[src/rtl/cbc_pkg.sv]
package cbc_pkg;
  localparam int BANK_REG_W = 7;
  localparam int RAM_BANK_W = 2;
  localparam int RAM_WIN_W  = 13;
  localparam int ROM_WIN_W  = 14;
  localparam logic [7:0] RAM_ON_CODE  = 8'h0A;
  localparam logic [7:0] RAM_OFF_CODE = 8'h00;
  localparam logic [7:0] OPEN_BUS     = 8'hFF;

  typedef enum logic [1:0] {
    REG_RAM_EN = 2'b00,
    REG_BANK_LO = 2'b01,
    REG_UPPER  = 2'b10,
    REG_MODE   = 2'b11
  } reg_sel_e;

  typedef struct packed {
    logic ramEnSet;
    logic ramEnClr;
    logic bankLoWr;
    logic upperWr;
    logic modeWr;
    logic romWin;
    logic romHiWin;
    logic ramWin;
    logic ramWrReq;
  } strobe_t;
endpackage

[src/rtl/cbc_ctrl.sv]
module cbc_ctrl
  import cbc_pkg::*;
(
  input  logic [15:0] cpuAddr,
  input  logic [7:0]  cpuWrData,
  input  logic        cpuWrEn,
  output strobe_t     stb
);
  logic     regWr;
  reg_sel_e regSel;

  always_comb begin
    regWr  = cpuWrEn && !cpuAddr[15];
    regSel = reg_sel_e'(cpuAddr[14:13]);
    stb = '0;
    stb.ramEnSet = regWr && (regSel == REG_RAM_EN) && (cpuWrData == RAM_ON_CODE);
    stb.ramEnClr = regWr && (regSel == REG_RAM_EN) && (cpuWrData == RAM_OFF_CODE);
    stb.bankLoWr = regWr && (regSel == REG_BANK_LO);
    stb.upperWr  = regWr && (regSel == REG_UPPER);
    stb.modeWr   = regWr && (regSel == REG_MODE);
    stb.romWin   = !cpuAddr[15];
    stb.romHiWin = (cpuAddr[15:14] == 2'b01);
    stb.ramWin   = (cpuAddr[15:13] == 3'b101);
    stb.ramWrReq = cpuWrEn && (cpuAddr[15:13] == 3'b101);
  end
endmodule

[src/rtl/cbc_datapath.sv]
module cbc_datapath
  import cbc_pkg::*;
#(
  parameter int ROM_BANKS = 64,
  localparam int BANK_W = $clog2(ROM_BANKS),
  localparam int ROM_AW = ROM_WIN_W + BANK_W,
  localparam int RAM_AW = RAM_WIN_W + RAM_BANK_W
) (
  input  logic                  clk,
  input  logic                  rstN,
  input  strobe_t               stb,
  input  logic [4:0]            wrBits,
  input  logic [ROM_WIN_W-1:0]  winOffset,
  input  logic [7:0]            romRdData,
  input  logic [7:0]            ramRdData,
  output logic [ROM_AW-1:0]     romAddr,
  output logic [RAM_AW-1:0]     ramAddr,
  output logic                  ramWrEn,
  output logic [7:0]            cpuRdData,
  output logic [BANK_REG_W-1:0] romBankQ,
  output logic [RAM_BANK_W-1:0] ramBankQ,
  output logic                  modeQ,
  output logic                  ramOnQ
);
  localparam logic [BANK_REG_W-1:0] BANK_MASK = BANK_REG_W'(ROM_BANKS - 1);
  localparam logic [BANK_REG_W-1:0] RESET_BANK = BANK_REG_W'(1) & BANK_MASK;

  logic [BANK_REG_W-1:0] romBankD;
  logic [RAM_BANK_W-1:0] ramBankD;
  logic                  modeD;
  logic                  ramOnD;
  logic [4:0]            loBits;

  always_comb begin
    romBankD = romBankQ;
    ramBankD = ramBankQ;
    modeD    = modeQ;
    ramOnD   = ramOnQ;
    loBits   = (wrBits == 5'd0) ? 5'd1 : wrBits;
    if (stb.ramEnSet) ramOnD = 1'b1;
    else if (stb.ramEnClr) ramOnD = 1'b0;
    if (stb.bankLoWr) romBankD = {romBankQ[6:5], loBits} & BANK_MASK;
    if (stb.upperWr) begin
      if (!modeQ) romBankD = {wrBits[1:0], romBankQ[4:0]} & BANK_MASK;
      else        ramBankD = wrBits[1:0];
    end
    if (stb.modeWr) begin
      modeD = wrBits[0];
      if (wrBits[0]) romBankD = {2'b00, romBankQ[4:0]} & BANK_MASK;
      else           ramBankD = '0;
    end
  end

  always_ff @(posedge clk) begin
    if (!rstN) begin
      romBankQ <= RESET_BANK;
      ramBankQ <= '0;
      modeQ    <= 1'b0;
      ramOnQ   <= 1'b0;
    end else begin
      romBankQ <= romBankD;
      ramBankQ <= ramBankD;
      modeQ    <= modeD;
      ramOnQ   <= ramOnD;
    end
  end

  always_comb begin
    romAddr = stb.romHiWin ? {romBankQ[BANK_W-1:0], winOffset}
                           : {{BANK_W{1'b0}}, winOffset};
    ramAddr = {ramBankQ, winOffset[RAM_WIN_W-1:0]};
    ramWrEn = stb.ramWrReq && ramOnQ;
    if (stb.romWin)                cpuRdData = romRdData;
    else if (stb.ramWin && ramOnQ) cpuRdData = ramRdData;
    else                           cpuRdData = OPEN_BUS;
  end
endmodule

[src/rtl/cart_bank_ctrl.sv]
module cart_bank_ctrl
  import cbc_pkg::*;
#(
  parameter int ROM_BANKS = 64,
  localparam int ROM_AW = ROM_WIN_W + $clog2(ROM_BANKS)
) (
  input  logic              clk,
  input  logic              rstN,
  input  logic [15:0]       cpuAddr,
  input  logic [7:0]        cpuWrData,
  input  logic              cpuWrEn,
  input  logic [7:0]        romRdData,
  input  logic [7:0]        ramRdData,
  output logic [ROM_AW-1:0] romAddr,
  output logic [14:0]       ramAddr,
  output logic              ramWrEn,
  output logic [7:0]        cpuRdData
);
  strobe_t               stb;
  logic [BANK_REG_W-1:0] romBankQ;
  logic [RAM_BANK_W-1:0] ramBankQ;
  logic                  modeQ;
  logic                  ramOnQ;

  cbc_ctrl u_ctrl (
    .cpuAddr  (cpuAddr),
    .cpuWrData(cpuWrData),
    .cpuWrEn  (cpuWrEn),
    .stb      (stb)
  );

  cbc_datapath #(.ROM_BANKS(ROM_BANKS)) u_dp (
    .clk      (clk),
    .rstN     (rstN),
    .stb      (stb),
    .wrBits   (cpuWrData[4:0]),
    .winOffset(cpuAddr[ROM_WIN_W-1:0]),
    .romRdData(romRdData),
    .ramRdData(ramRdData),
    .romAddr  (romAddr),
    .ramAddr  (ramAddr),
    .ramWrEn  (ramWrEn),
    .cpuRdData(cpuRdData),
    .romBankQ (romBankQ),
    .ramBankQ (ramBankQ),
    .modeQ    (modeQ),
    .ramOnQ   (ramOnQ)
  );
endmodule

[config.mk]
export PLATFORM = sky130hd
export DESIGN_NAME = cart_bank_ctrl
export DESIGN_NICKNAME = d
export VERILOG_FILES = /design/src/rtl/cbc_pkg.sv /design/src/rtl/cbc_ctrl.sv /design/src/rtl/cbc_datapath.sv /design/src/rtl/cart_bank_ctrl.sv
export SDC_FILE = /design/constraint.sdc
export NUM_CORES = 1
export LEC_CHECK = 0
export BUFFER_PORTS_ARGS = -buffer_cell sky130_fd_sc_hd__buf_2
export CORE_ASPECT_RATIO = 0.9
export CORE_MARGIN = 2
export CORE_UTILIZATION = 35
export CTS_CLUSTER_DIAMETER = 60
export DETAILED_ROUTE_END_ITERATION = 12
export GPL_TIMING_DRIVEN = 0
export PLACE_DENSITY = 0.81
export SLEW_MARGIN = 15
export SYNTH_ARGS = -nofsm -noshare
export SYNTH_HDL_FRONTEND = slang
export SYNTH_SLANG_ARGS = --single-unit
[constraint.sdc]
create_clock -name clk -period 1.4 [get_ports clk]
set_clock_uncertainty 0.05 [all_clocks]
set_input_delay 0.28 -clock clk [delete_from_list [all_inputs] [get_ports clk]]
set_output_delay 0.28 -clock clk [all_outputs]
set_load 0.03 [all_outputs]
== Word level (Yosys, flattened, before mapping) ==
Index checks and enable logic that the tools add are counted.

* Flip-flop bits (word level): 11
* Input port bits: 43

* Eq/ne operators: 7
* Multiplexer cells: 15
* Reduce and logical (&&, ||, !) cells: 15

{| class="wikitable"
|+ Operators by type and width
! cell !! number
|-
| two-way mux 7 bit || 5
|-
| two-way mux 20 bit || 1
|-
| two-way mux 8 bit || 2
|-
| logical AND 1 bit || 10
|-
| == test 8 x 4 -> 1 bit (second input constant) || 1
|-
| logical NOT 8 bit || 1
|-
| two-way mux 2 bit || 4
|-
| logical NOT 5 bit || 1
|-
| two-way mux 5 bit || 1
|-
| == test 2 x 1 -> 1 bit (second input constant) || 2
|-
| == test 2 bit (second input constant) || 2
|-
| == test 3 bit (second input constant) || 1
|-
| logical NOT 2 bit || 1
|-
| two-way mux 1 bit || 2
|-
| != test 2 bit (second input constant) || 1
|-
| nonzero test 2 bit || 1
|-
| logical NOT 1 bit || 1
|}

== Logic depth before layout (Yosys ltp) ==
Gate-level depths: netlist of the first run.

* Word-level depth: 8
* Mapped depth: 5
* Depth with buffers taken out: 3

== Cells and area by module ==
A second synthesis of the first run with hierarchy kept.

* Cells, all modules: 130
* Area total of the unflattened synthesis: 960.9 um^2

{| class="wikitable"
|+ By module, submodules not included
! module !! instances !! cells an instance !! area an instance (um^2) !! sequential area each (um^2)
|-
| cbc_datapath || 1 || 114 || 849.6 || 220.2
|-
| cbc_ctrl || 1 || 16 || 111.4 || 0.0
|}

== Worst setup path before layout of the first run ==
OpenSTA, ideal clock, no wires.

* Kind: input-to-output
* From: input cpuAddr[15]
* To: output ramWrEn
* Arrival time: 1.077 ns
* Required time: 1.070 ns
* Slack: -0.007 ns
* Stages: 3
* Buffers on the path: 1
* Path through: buf_4 nand4b_2 nor2_1

* Word-level cells in the longest chain between the ends: 3

{| class="wikitable"
|+ Ends and longest elaborated chain
! item !! line !! source
|-
| from (decl) || cart_bank_ctrl.sv:9 || <nowiki>input logic [15:0] cpuAddr,</nowiki>
|-
| == test 3 bit || cbc_ctrl.sv:24 || <nowiki>stb.ramWrReq = cpuWrEn && (cpuAddr[15:13] == 3'b101);</nowiki>
|-
| logical AND 1 bit || cbc_ctrl.sv:24 ||
|-
| logical AND 1 bit || cbc_datapath.sv:72 || <nowiki>ramWrEn = stb.ramWrReq && ramOnQ;</nowiki>
|-
| to (decl) || cart_bank_ctrl.sv:16 || <nowiki>output logic ramWrEn,</nowiki>
|}

Every way passes these cells.

== Worst setup path in the final report of the first run ==
* From: register u_dp.ramOnQ
* To: output cpuRdData[2]

* Word-level cells in the longest chain between the ends: 3

{| class="wikitable"
|+ Ends and longest elaborated chain
! item !! line !! source
|-
| from (decl) || cbc_datapath.sv:23 || <nowiki>output logic ramOnQ</nowiki>
|-
| from (signal assigned) || cbc_datapath.sv:64 || <nowiki>ramOnQ <= ramOnD;</nowiki>
|-
| logical AND 1 bit || cbc_datapath.sv:74 || <nowiki>else if (stb.ramWin && ramOnQ) cpuRdData = ramRdData;</nowiki>
|-
| two-way mux 8 bit || cbc_datapath.sv:74 ||
|-
| two-way mux 8 bit || cbc_datapath.sv:73 || <nowiki>if (stb.romWin) cpuRdData = romRdData;</nowiki>
|-
| to (decl) || cart_bank_ctrl.sv:17 || <nowiki>output logic [7:0] cpuRdData</nowiki>
|}

Every way passes these cells.

==> impl_results.md, run 1 <==
* Core Area at about 2200 um^2
* Yosys reg bits at 10
* Post-synth EDFFs at 0
* Yosys top cell area share at 26.5%
* Drt drc at 0
* Final Non-Filler Cells at roughly 200
* WP data required at approximately 1.1 ns
* Placed insts at slightly above 200
* Layout cell share with drive strength beyond 1 at 66.5%
* Largest cells by area after synthesis: buf_4, dfxtp_1, o22a_1
* Pwr Density at between 600 and 700 nW/um^2
* H-tree depth at 1
* GRT Total Usage at a little over 20%
* CTS tree: yes
* Max-cap violations at 0
* Final instance area at between 1000 and 1500 um^2
* Worst Hold Class: in2reg
* Mean Syn Cell Area at approximately 8 um^2
* Max stage delay on crit path at 0.38 ns
* Io pins at between 80 and 90
* Vias in the first global route at 1032
* Worst hold slack at between 0.2 and 0.25 ns
* Post-synthesis sequential area ratio at between 20% and 30%
* Clk root buf: clkbuf_4
* Routed length per instance at approximately 13 um
* Setup slack after layout at -0.0811 ns
* Status: complete, but fails checks
* Yosys warning total at 0
* CTS sink cnt at 10
* Cell Rows at 16
* Reg-to-Reg Start: u_dp.modeQ
* Post-synthesis instance total at 104
* Ys flop type: dfxtp_1
* CP Capture Type: output port
* Via count at slightly above 1000
* Nature of the critical path startpoint: flop
* Fin util at roughly 64%
* Failing checks: setup timing
* Worst-path cell chain: nand4b_4 > o22a_1 > buf_6
* Critical path type: reg2out
* Drt first pass iters at 4
* CP max-delay cell: dfxtp_4
* Tightest Pin Transition at ~0.33 ns
* Hold Path Origin: cpuWrData[7]
* Routed Antenna Nets at 0
* DP Area at about 1200 um^2
* Number of distinct library cells after synthesis at 27
* Initial antenna violation count at 0
* Cell area after synthesis at 851 um^2
* Hold_buf cts at 0
* Max clock buf depth at 2
* Count leader, synth: buf_4
* Total power at roughly 0.00087 W
* Max Clk Rate at around 680 MHz
* CP startpoint: u_dp.ramOnQ
* Port Buffers at slightly above 70
* Die Y-Extent at 50.8 um
* Initial Util at between 30% and 40%
* Layout fillers at 180
* Leakage at between 0.7 and 0.8 nW
* Setup-failing EPs final at 8
* First-pass GRT wire length at 4.51 mm
* Diode count at 0
* Via density at just under 5
* Asr flop ratio synth at 0%
* RSZ-0062 raised after global routing: true
* Area delta synth->final at 69.4%
* Final period utilization at 106%
* Total Wirelength at 2.74 mm
* Final nets at between 200 and 250
* Crit-path max FO at 5
* TritonCTS Buffers at 3
* CP Data Arrival Time at 1.15 ns
* Drt first-iter violations at 29
* Syn_nets at approximately 150
* Pins Over Slew Limit at 0
* Most frequent cells after synthesis: buf_4, dfxtp_1, o22a_1, nor2_1
* Clock Pin Slew Worst Setup and Hold Paths at approximately 0.06 ns
* Slew Limit Headroom at ~78%
* Post-DP HPWL at roughly 2 mm
* Die area at approximately 2800 um^2
* GR Overflow Total at 0
* Chip width at roughly 56 um
* Final Critical Period at between 1 and 1.5 ns
* Pin count of the biggest net entering global routing at 12
* Max VDD drop at ~0.38 mV
* Clock latency on the worst-skew pair at around 0.27 ns
* Dominant cell type by area after synthesis: buf_4
* GP Congestion at slightly above 0.8
* Final Hold Fails at 0
==> metal layers <==
layer | part of all wire, % | GRT usage (%) | routed length (um) | up-vias
met4 | 1.8 | 8.73 | 48 | 0
li1 | - | - | - | 490
met1 | 35 | 22.1 | 971 | 431
met2 | 50 | 36.5 | 1380 | 84
met5 | 0 | 0 | 0 | -
met3 | 12 | 5.93 | 338 | 5
==> what timing repair did <==
action / in CTS / in global routing
setup endpoints to repair: 15 / 15
gates cloned: 1 / 0
setup buffers: 0 / 0
gates resized for setup: 31 / 18
pin swaps: 7 / 1
==> final timing paths <==
path                            to  slack (ns)  cells past startpoint
setup / recovery      cpuRdData[2]       -0.08                      3
hold reg to reg   u_dp.ramBankQ[0]        0.44                      2
setup reg to reg  u_dp.romBankQ[5]        0.43                      2
hold / removal         u_dp.ramOnQ        0.22                      4
==> sequential cells by signal, indices dropped and copies added (netlist names) <==
| name | flops |
|---|---|
| u_dp.romBankQ | 6 |
| u_dp.ramBankQ | 2 |
| u_dp.modeQ | 1 |
| u_dp.ramOnQ | 1 |
==> logic make-up after synthesis <==
family	Yosys count	share of synthesized area [%]
mux	4	4.71
flops	10	23.5
simple gates	34	24.7
buf+inv	36	29.3
compound gates	20	17.8
==> layout make-up <==
type | instances | area [um^2] | area share (%)
tap | 27 | 33.8 | 2.34
clock buffer | 3 | 22.5 | 1.56
timing repair buffer | 71 | 455 | 31.6
multi-input combinational | 59 | 464 | 32.2
inverter | 5 | 18.8 | 1.30
buffer | 31 | 243 | 16.8
sequential | 10 | 204 | 14.1
==> power by group <==
part	internal [W]	total [W]	switching, W
combinational	0.000170	0.000382	0.000212
clock	0.0000993	0.000196	0.0000970
sequential	0.000287	0.000290	0.00000274
==> cell usage in the layout (no fill, tap or decap) <==
master / instances
a31oi_1: 2
buf_2: 56
o22ai_1: 1
nor2_4: 1
inv_1: 5
nor4b_1: 1
nand3_1: 2
and3_1: 1
a21oi_1: 3
dfxtp_1: 9
buf_12: 1
and3b_1: 1
nor2b_4: 1
o21ai_0: 3
nand4_1: 2
nor2_1: 6
nor2b_1: 1
nand3b_1: 1
o32ai_2: 1
nor3_1: 1
nand4b_4: 2
clkbuf_4: 3
buf_4: 29
and4bb_1: 1
nand2_1: 6
o31a_1: 1
and2_4: 6
a211oi_1: 1
mux2i_1: 4
nor4_2: 2
buf_6: 16
o22a_1: 8
dfxtp_4: 1
==> critical path: cells and delay by family, from the launching register on <==
family	cells	cell delay [ns]
flops	1	0.38
compound gates	1	0.22
buf+inv	1	0.15
simple gates	1	0.14
==> per-stage QoR <==
step                setup WS [ns]  setup TNS, ns
global route               -0.122         -0.843
detailed placement         -0.239          -2.96
CTS                       -0.0871         -0.456
finish                    -0.0811         -0.496
floorplan                  0.0927              0
global placement           -0.187          -2.25
Power figures use the tool's default switching activity.
==> run 2: changes to the inputs <==
--- a/config.mk
+++ b/config.mk
@@ -5,10 +5,11 @@
 export SDC_FILE = /design/constraint.sdc
 export NUM_CORES = 1
 export LEC_CHECK = 0
+export ABC_AREA = 1
 export BUFFER_PORTS_ARGS = -buffer_cell sky130_fd_sc_hd__buf_2
 export CORE_ASPECT_RATIO = 0.9
 export CORE_MARGIN = 2
-export CORE_UTILIZATION = 35
+export CORE_UTILIZATION = 36
 export CTS_CLUSTER_DIAMETER = 60
 export DETAILED_ROUTE_END_ITERATION = 12
 export GPL_TIMING_DRIVEN = 0
==> run 2 against run 1 <==
Against the previous run:
- the flow still finishes with violations (setup timing)
- global-route usage decreased by 3.1 points
- fmax decreased by 0.72%
- clock power decreased by 5%
- largest cell class unchanged
- first-iteration DRC count decreased by 34%
- synthesized cell count increased by 28%
- die area increased by 0.60%
- synthesized area increased by 3.5%
==> impl_results.md, run 2 <==
* Worst path bufs/invs at 5
* Post-synthesis sequential area ratio at between 20% and 30%
* Yosys warning total at 0
* Max stage delay on crit path at 0.17 ns
* Max FFs per register at 6
* Via count at 1079
* GP Congestion at roughly 0.76
* Final nets at approximately 260
* TritonCTS Buffers at 3
* Reg-to-Reg Start: u_dp.modeQ
* Max clock buf depth at 2
* RSZ-0062 raised after global routing: true
* Clock latency on the worst-skew pair at 0.26 ns
* Max VDD drop at approximately 0.48 mV
* Die area at 2860 um^2
* Initial antenna violation count at 0
* Routed Antenna Nets at 0
* Delay-heaviest family, CP: buffers and inverters
* Asr flop ratio synth at 0%
* Post-synthesis instance total at between 100 and 150
* CP max-delay cell: nand4_4
* Diode count at 0
* Drt drc at 0
* Setup-failing EPs final at 8
* Most frequent cells in the layout: buf_2, buf_4, inv_1, nand2_1, nor2_1
* Placed insts at ~230
* Total Wirelength at about 2.7 mm
* WP data required at 1.07 ns
* Mean Syn Cell Area at around 6.6 um^2
* Cell Rows at 16
* Post-DP HPWL at between 1.5 and 2 mm
* Worst-path cell chain: buf_2 > clkinvlp_4 > buf_4 > nand4_4 > o22ai_2 > inv_1 > buf_6
* Cell area after synthesis at about 880 um^2
* CTS tree: yes
* Reg2Reg Setup Slack at 0.50 ns
* CP Data Arrival Time at 1.16 ns
* Io pins at 87
* Status: complete, but fails checks
* Worst Hold Class: in2reg
* CP endpoint: cpuRdData[4]
* Pwr Density at roughly 600 nW/um^2
* Slew Limit Headroom at 84.9%
* Layout cell share with drive strength beyond 1 at between 60 and 70%
* Dominant cell type by area after synthesis: buf_4
* Drt first-iter violations at 19
* Ys flop type: dfxtp_1
* Pin count of the biggest net entering global routing at 12
* Post-synth EDFFs at 0
* Max Clk Rate at 670 MHz
* Chip width at between 50 and 60 um
* Number of distinct library cells after synthesis at 20
* CP Capture Type: output port
* Failing checks: setup timing
* RR Endpoint: u_dp.ramBankQ[1]
* Crit-path max FO at 5
* Tightest Pin Transition at about 0.22 ns
* Die Y-Extent at 50.9 um
* GRT Total Usage at 17.2%
* Final period utilization at 107%
* CTS sink cnt at 10
* Clock Pin Slew Worst Setup and Hold Paths at around 0.06 ns
* Via density at 4.48
* Final Hold Fails at 0
* FF-to-FF path depth at 3
* Drt first pass iters at 4
* Hold_buf cts at 0
* CP startpoint: cpuAddr[14]
* Pins Over Slew Limit at 0
* WP depth at 7
* Max-cap violations at 0
* Port Buffers at between 70 and 80
* GR Overflow Total at 0
* Largest cells by area after synthesis: buf_4, dfxtp_1, inv_1
* Critical path type: in2out
* Count leader, synth: inv_1
* Setup slack after layout at -0.0918 ns
* Area delta synth->final at 68.8%
* Vias in the first global route at between 900 and 1000
* Core Area at 2240 um^2
* Most frequent cells after synthesis: inv_1, buf_4, nand2_1, nor2_1, dfxtp_1
* Syn_nets at between 150 and 200
* H-tree depth at 1
* Nature of the critical path startpoint: primary input
* Leakage at roughly 0.83 nW
* Yosys reg bits at 10
* Largest registers: u_dp.romBankQ x6, u_dp.ramBankQ x2
* Top reg by flops: u_dp.romBankQ
* Initial Util at about two fifths
* Worst hold slack at approximately 0.22 ns
* Commonest non-fill, non-tap cell in the layout: buf_2
* Yosys top cell area share at a little under a quarter
* Final Critical Period at approximately 1.5 ns
* Clk root buf: clkbuf_4
* First-pass GRT wire length at roughly 3.9 mm
* Final Non-Filler Cells at 241
* Routed length per instance at 11.1 um
[run 2: power by group]
part           internal, W  switching [W]
logic             0.000171       0.000236
registers         0.000289     0.00000326
clock network    0.0000988      0.0000882
total             0.000558       0.000327
[run 2: kinds of logic (layout without fill, tap and decap cells)]
family	after synthesis	count (layout)	synth area share (%)
buffers and inverters	59	139	37.8
AND/OR/NAND/NOR	42	43	25.9
AO/OA/AOI/OAI	22	22	13.6
flip-flops	10	10	22.7
[run 2: worst min-delay path by stage]
stage,cells past startpoint,to,slack (ns),startpoint
floorplan,1,u_dp.romBankQ[0],0.30,rstN
global placement,2,u_dp.romBankQ[0],0.41,u_dp.romBankQ[0]
detailed placement,2,u_dp.romBankQ[0],0.40,u_dp.romBankQ[0]
CTS,2,u_dp.romBankQ[0],0.21,rstN
global route,2,u_dp.romBankQ[0],0.21,rstN
finish,2,u_dp.romBankQ[0],0.22,rstN
[run 2: per-layer routing]
layer	GRT usage (%)	part of all wire [%]	up-vias
met5	0	0	-
met4	4.37	2.3	0
met3	5.57	8.6	9
met2	31.8	50	53
met1	19.1	39	459
li1	-	-	558
[run 2: area by class of cell]
type | instances | area [um^2]
inverters | 31 | 123
well taps | 27 | 33.8
multi-input cells | 65 | 435
flip-flops and latches | 10 | 204
repair buffers | 77 | 454
plain buffers | 28 | 214
fillers | 205 | 756
clock buffers | 3 | 22.5
[run 2: repair_timing]
action | in CTS | in global routing
buffers inserted | 2 | 2
cloned | 1 | 0
setup endpoints to repair | 9 | 15
gates resized for setup | 24 | 11
pin swaps | 3 | 5
[run 2: through the flow]
| step | cell area, um^2 | worst slack [ns] | util [%] | total power, W | setup TNS, ns |
|---|---|---|---|---|---|
| floorplan | 883 | 0.0559 | - | 0.000545 | 0 |
| CTS | 1430 | -0.0633 | 63.6 | 0.000874 | -0.384 |
| global route | 1490 | -0.154 | 66.3 | 0.000933 | -0.949 |
| detailed placement | 1280 | -0.170 | 57.2 | 0.000653 | -1.12 |
| global placement | 1280 | -0.177 | 57.2 | 0.000650 | -1.18 |
| finish | 1490 | -0.0918 | 66.3 | 0.000886 | -0.615 |
==> run 3: changes to the inputs <==
--- a/config.mk
+++ b/config.mk
@@ -5,15 +5,16 @@
 export SDC_FILE = /design/constraint.sdc
 export NUM_CORES = 1
 export LEC_CHECK = 0
-export ABC_AREA = 1
+export ABC_AREA = 0
 export BUFFER_PORTS_ARGS = -buffer_cell sky130_fd_sc_hd__buf_2
 export CORE_ASPECT_RATIO = 0.9
 export CORE_MARGIN = 2
-export CORE_UTILIZATION = 36
+export CORE_UTILIZATION = 35
 export CTS_CLUSTER_DIAMETER = 60
 export DETAILED_ROUTE_END_ITERATION = 12
 export GPL_TIMING_DRIVEN = 0
 export PLACE_DENSITY = 0.81
+export SKIP_CTS_REPAIR_TIMING = 1
 export SLEW_MARGIN = 15
 export SYNTH_ARGS = -nofsm -noshare
 export SYNTH_HDL_FRONTEND = slang
==> run 3 against run 2 <==
Against the previous run:
- the flow still finishes with violations (setup timing)
- worst hold slack improved by 0.0093 ns
- via count shrank 6.7%
- final area is 2.7% lower
- die area decreased by 0.60%
- largest cell class unchanged
==> impl_results.md, run 3 (synthesis results as in run 1) <==
* Final period utilization at 106%
* Final setup TNS at -0.455 ns
* Io pins at a little under 90
* Via density at between 4 and 5
* Die area at 2840 um^2
* Slew Limit Headroom at between 70 and 80%
* Setup slack after layout at -0.0836 ns
* Most frequent cells in the layout: buf_2, buf_4, buf_6, dfxtp_1, o22a_1
* Max-cap violations at 0
* CP Capture Type: output port
* FF+latch area at between 200 and 250 um^2
* Largest registers: u_dp.romBankQ x6, u_dp.ramBankQ x2
* Failing checks: setup timing
* Max VDD drop at 0.378 mV
* Post-DP HPWL at 2.02 mm
* Critical path type: reg2out
* Crit-path max FO at 5
* Total Wirelength at about 2.8 mm
* Clock latency on the worst-skew pair at about 0.26 ns
* Worst-path cell chain: nand4b_4 > o22a_1 > buf_6
* CTS sink cnt at 10
* Tightest Pin Transition at around 0.33 ns
* Max clock buf depth at 2
* Area delta synth->final at 70.0%
* DP Area at around 1200 um^2
* CTS tree: yes
* Chip width at approximately 56 um
* Pin count of the biggest net entering global routing at 11
* Layout fillers at between 150 and 200
* Pwr Density at 600 nW/um^2
* Layout cell share with drive strength beyond 1 at between 60 and 70%
* Area of the multi-input gates at between 400 and 500 um^2
* Diode count at 0
* TritonCTS Buffers at 3
* Drt first pass iters at 4
* Status: complete, but fails checks
* GR Overflow Total at 0
* Commonest non-fill, non-tap cell in the layout: buf_2
* Top reg by flops: u_dp.romBankQ
* Drt drc at 0
* GP Congestion at around 0.8
* Final nets at 226
* CP Data Arrival Time at roughly 1.2 ns
* Initial Util at 37.9%
* Max stage delay on crit path at about 0.38 ns
* Routed length per instance at ~13 um
* Port Buffers at between 70 and 80
* Final instance area at around 1400 um^2
* Vias in the first global route at 985
* Clk root buf: clkbuf_4
* Via count at around 1000
* RSZ-0062 raised after global routing: true
* GRT Total Usage at between 15 and 20%
* Final Hold Fails at 0
* Nature of the critical path startpoint: flop
* Worst Hold Class: in2reg
* Clock Pin Slew Worst Setup and Hold Paths at 0.06 ns
* CP max-delay cell: dfxtp_4
* WP data required at around 1.1 ns
* Pins Over Slew Limit at 0
* First-pass GRT wire length at a little over 4 mm
* Initial antenna violation count at 0
* H-tree depth at 1
* Max Clk Rate at between 600 and 700 MHz
* Core Area at 2240 um^2
* Routed Antenna Nets at 0
* Cell Rows at 16
* Drt first-iter violations at 24
* Leakage at between 0.7 and 0.8 nW
* Max FFs per register at 6
* Final Critical Period at roughly 1.5 ns
* Worst slack, placed at -0.239 ns
* Setup-failing EPs final at 8
* Worst hold slack at between 0.2 and 0.25 ns
* Die Y-Extent at a little over 50 um
run 3: metal layers:
| metal | share of wire [%] | up-vias | global-route usage [%] |
|---|---|---|---|
| met5 | 0 | - | 0 |
| met4 | 2.0 | 0 | 7.14 |
| met3 | 12 | 6 | 5.15 |
| met2 | 50 | 76 | 34.9 |
| met1 | 36 | 431 | 19.0 |
| li1 | - | 494 | - |
run 3: final timing paths:
| path | start | to | slack [ns] | cells past startpoint |
|---|---|---|---|---|
| worst max-delay path | u_dp.ramOnQ | cpuRdData[3] | -0.08 | 3 |
| worst min-delay path | cpuWrData[7] | u_dp.ramOnQ | 0.23 | 4 |
| worst max register to register | u_dp.modeQ | u_dp.romBankQ[5] | 0.43 | 2 |
| worst min register to register | u_dp.ramBankQ[1] | u_dp.ramBankQ[1] | 0.44 | 2 |
run 3: report_power, final:
part	switching [W]	internal, W
registers	0.00000293	0.000287
clock network	0.0000953	0.0000993
logic	0.000212	0.000172
run 3: stage by stage:
stage	cells	util (%)	power, W
3_3_place_gp	202	55.4	0.000634
3_5_place_dp	202	55.4	0.000638
6_report	208	64.5	0.000868
4_1_cts	205	56.4	0.000833
2_1_floorplan	104	-	0.000531
5_1_grt	208	64.5	0.000911
run 3: worst max-delay path, delay by kind of cell (launching register included):
| family | cells | cell delay [ns] |
|---|---|---|
| AND/OR/NAND/NOR | 1 | 0.14 |
| AO/OA/AOI/OAI | 1 | 0.22 |
| flip-flops | 1 | 0.38 |
| buffers and inverters | 1 | 0.15 |
run 3: cell type report:
cell class	instances	share of cell area, %
plain buffers	31	16.4
clock buffers	3	1.56
inverters	5	1.30
multi-input cells	59	31.7
flip-flops and latches	10	14.1
well taps	27	2.34
repair buffers	73	32.5
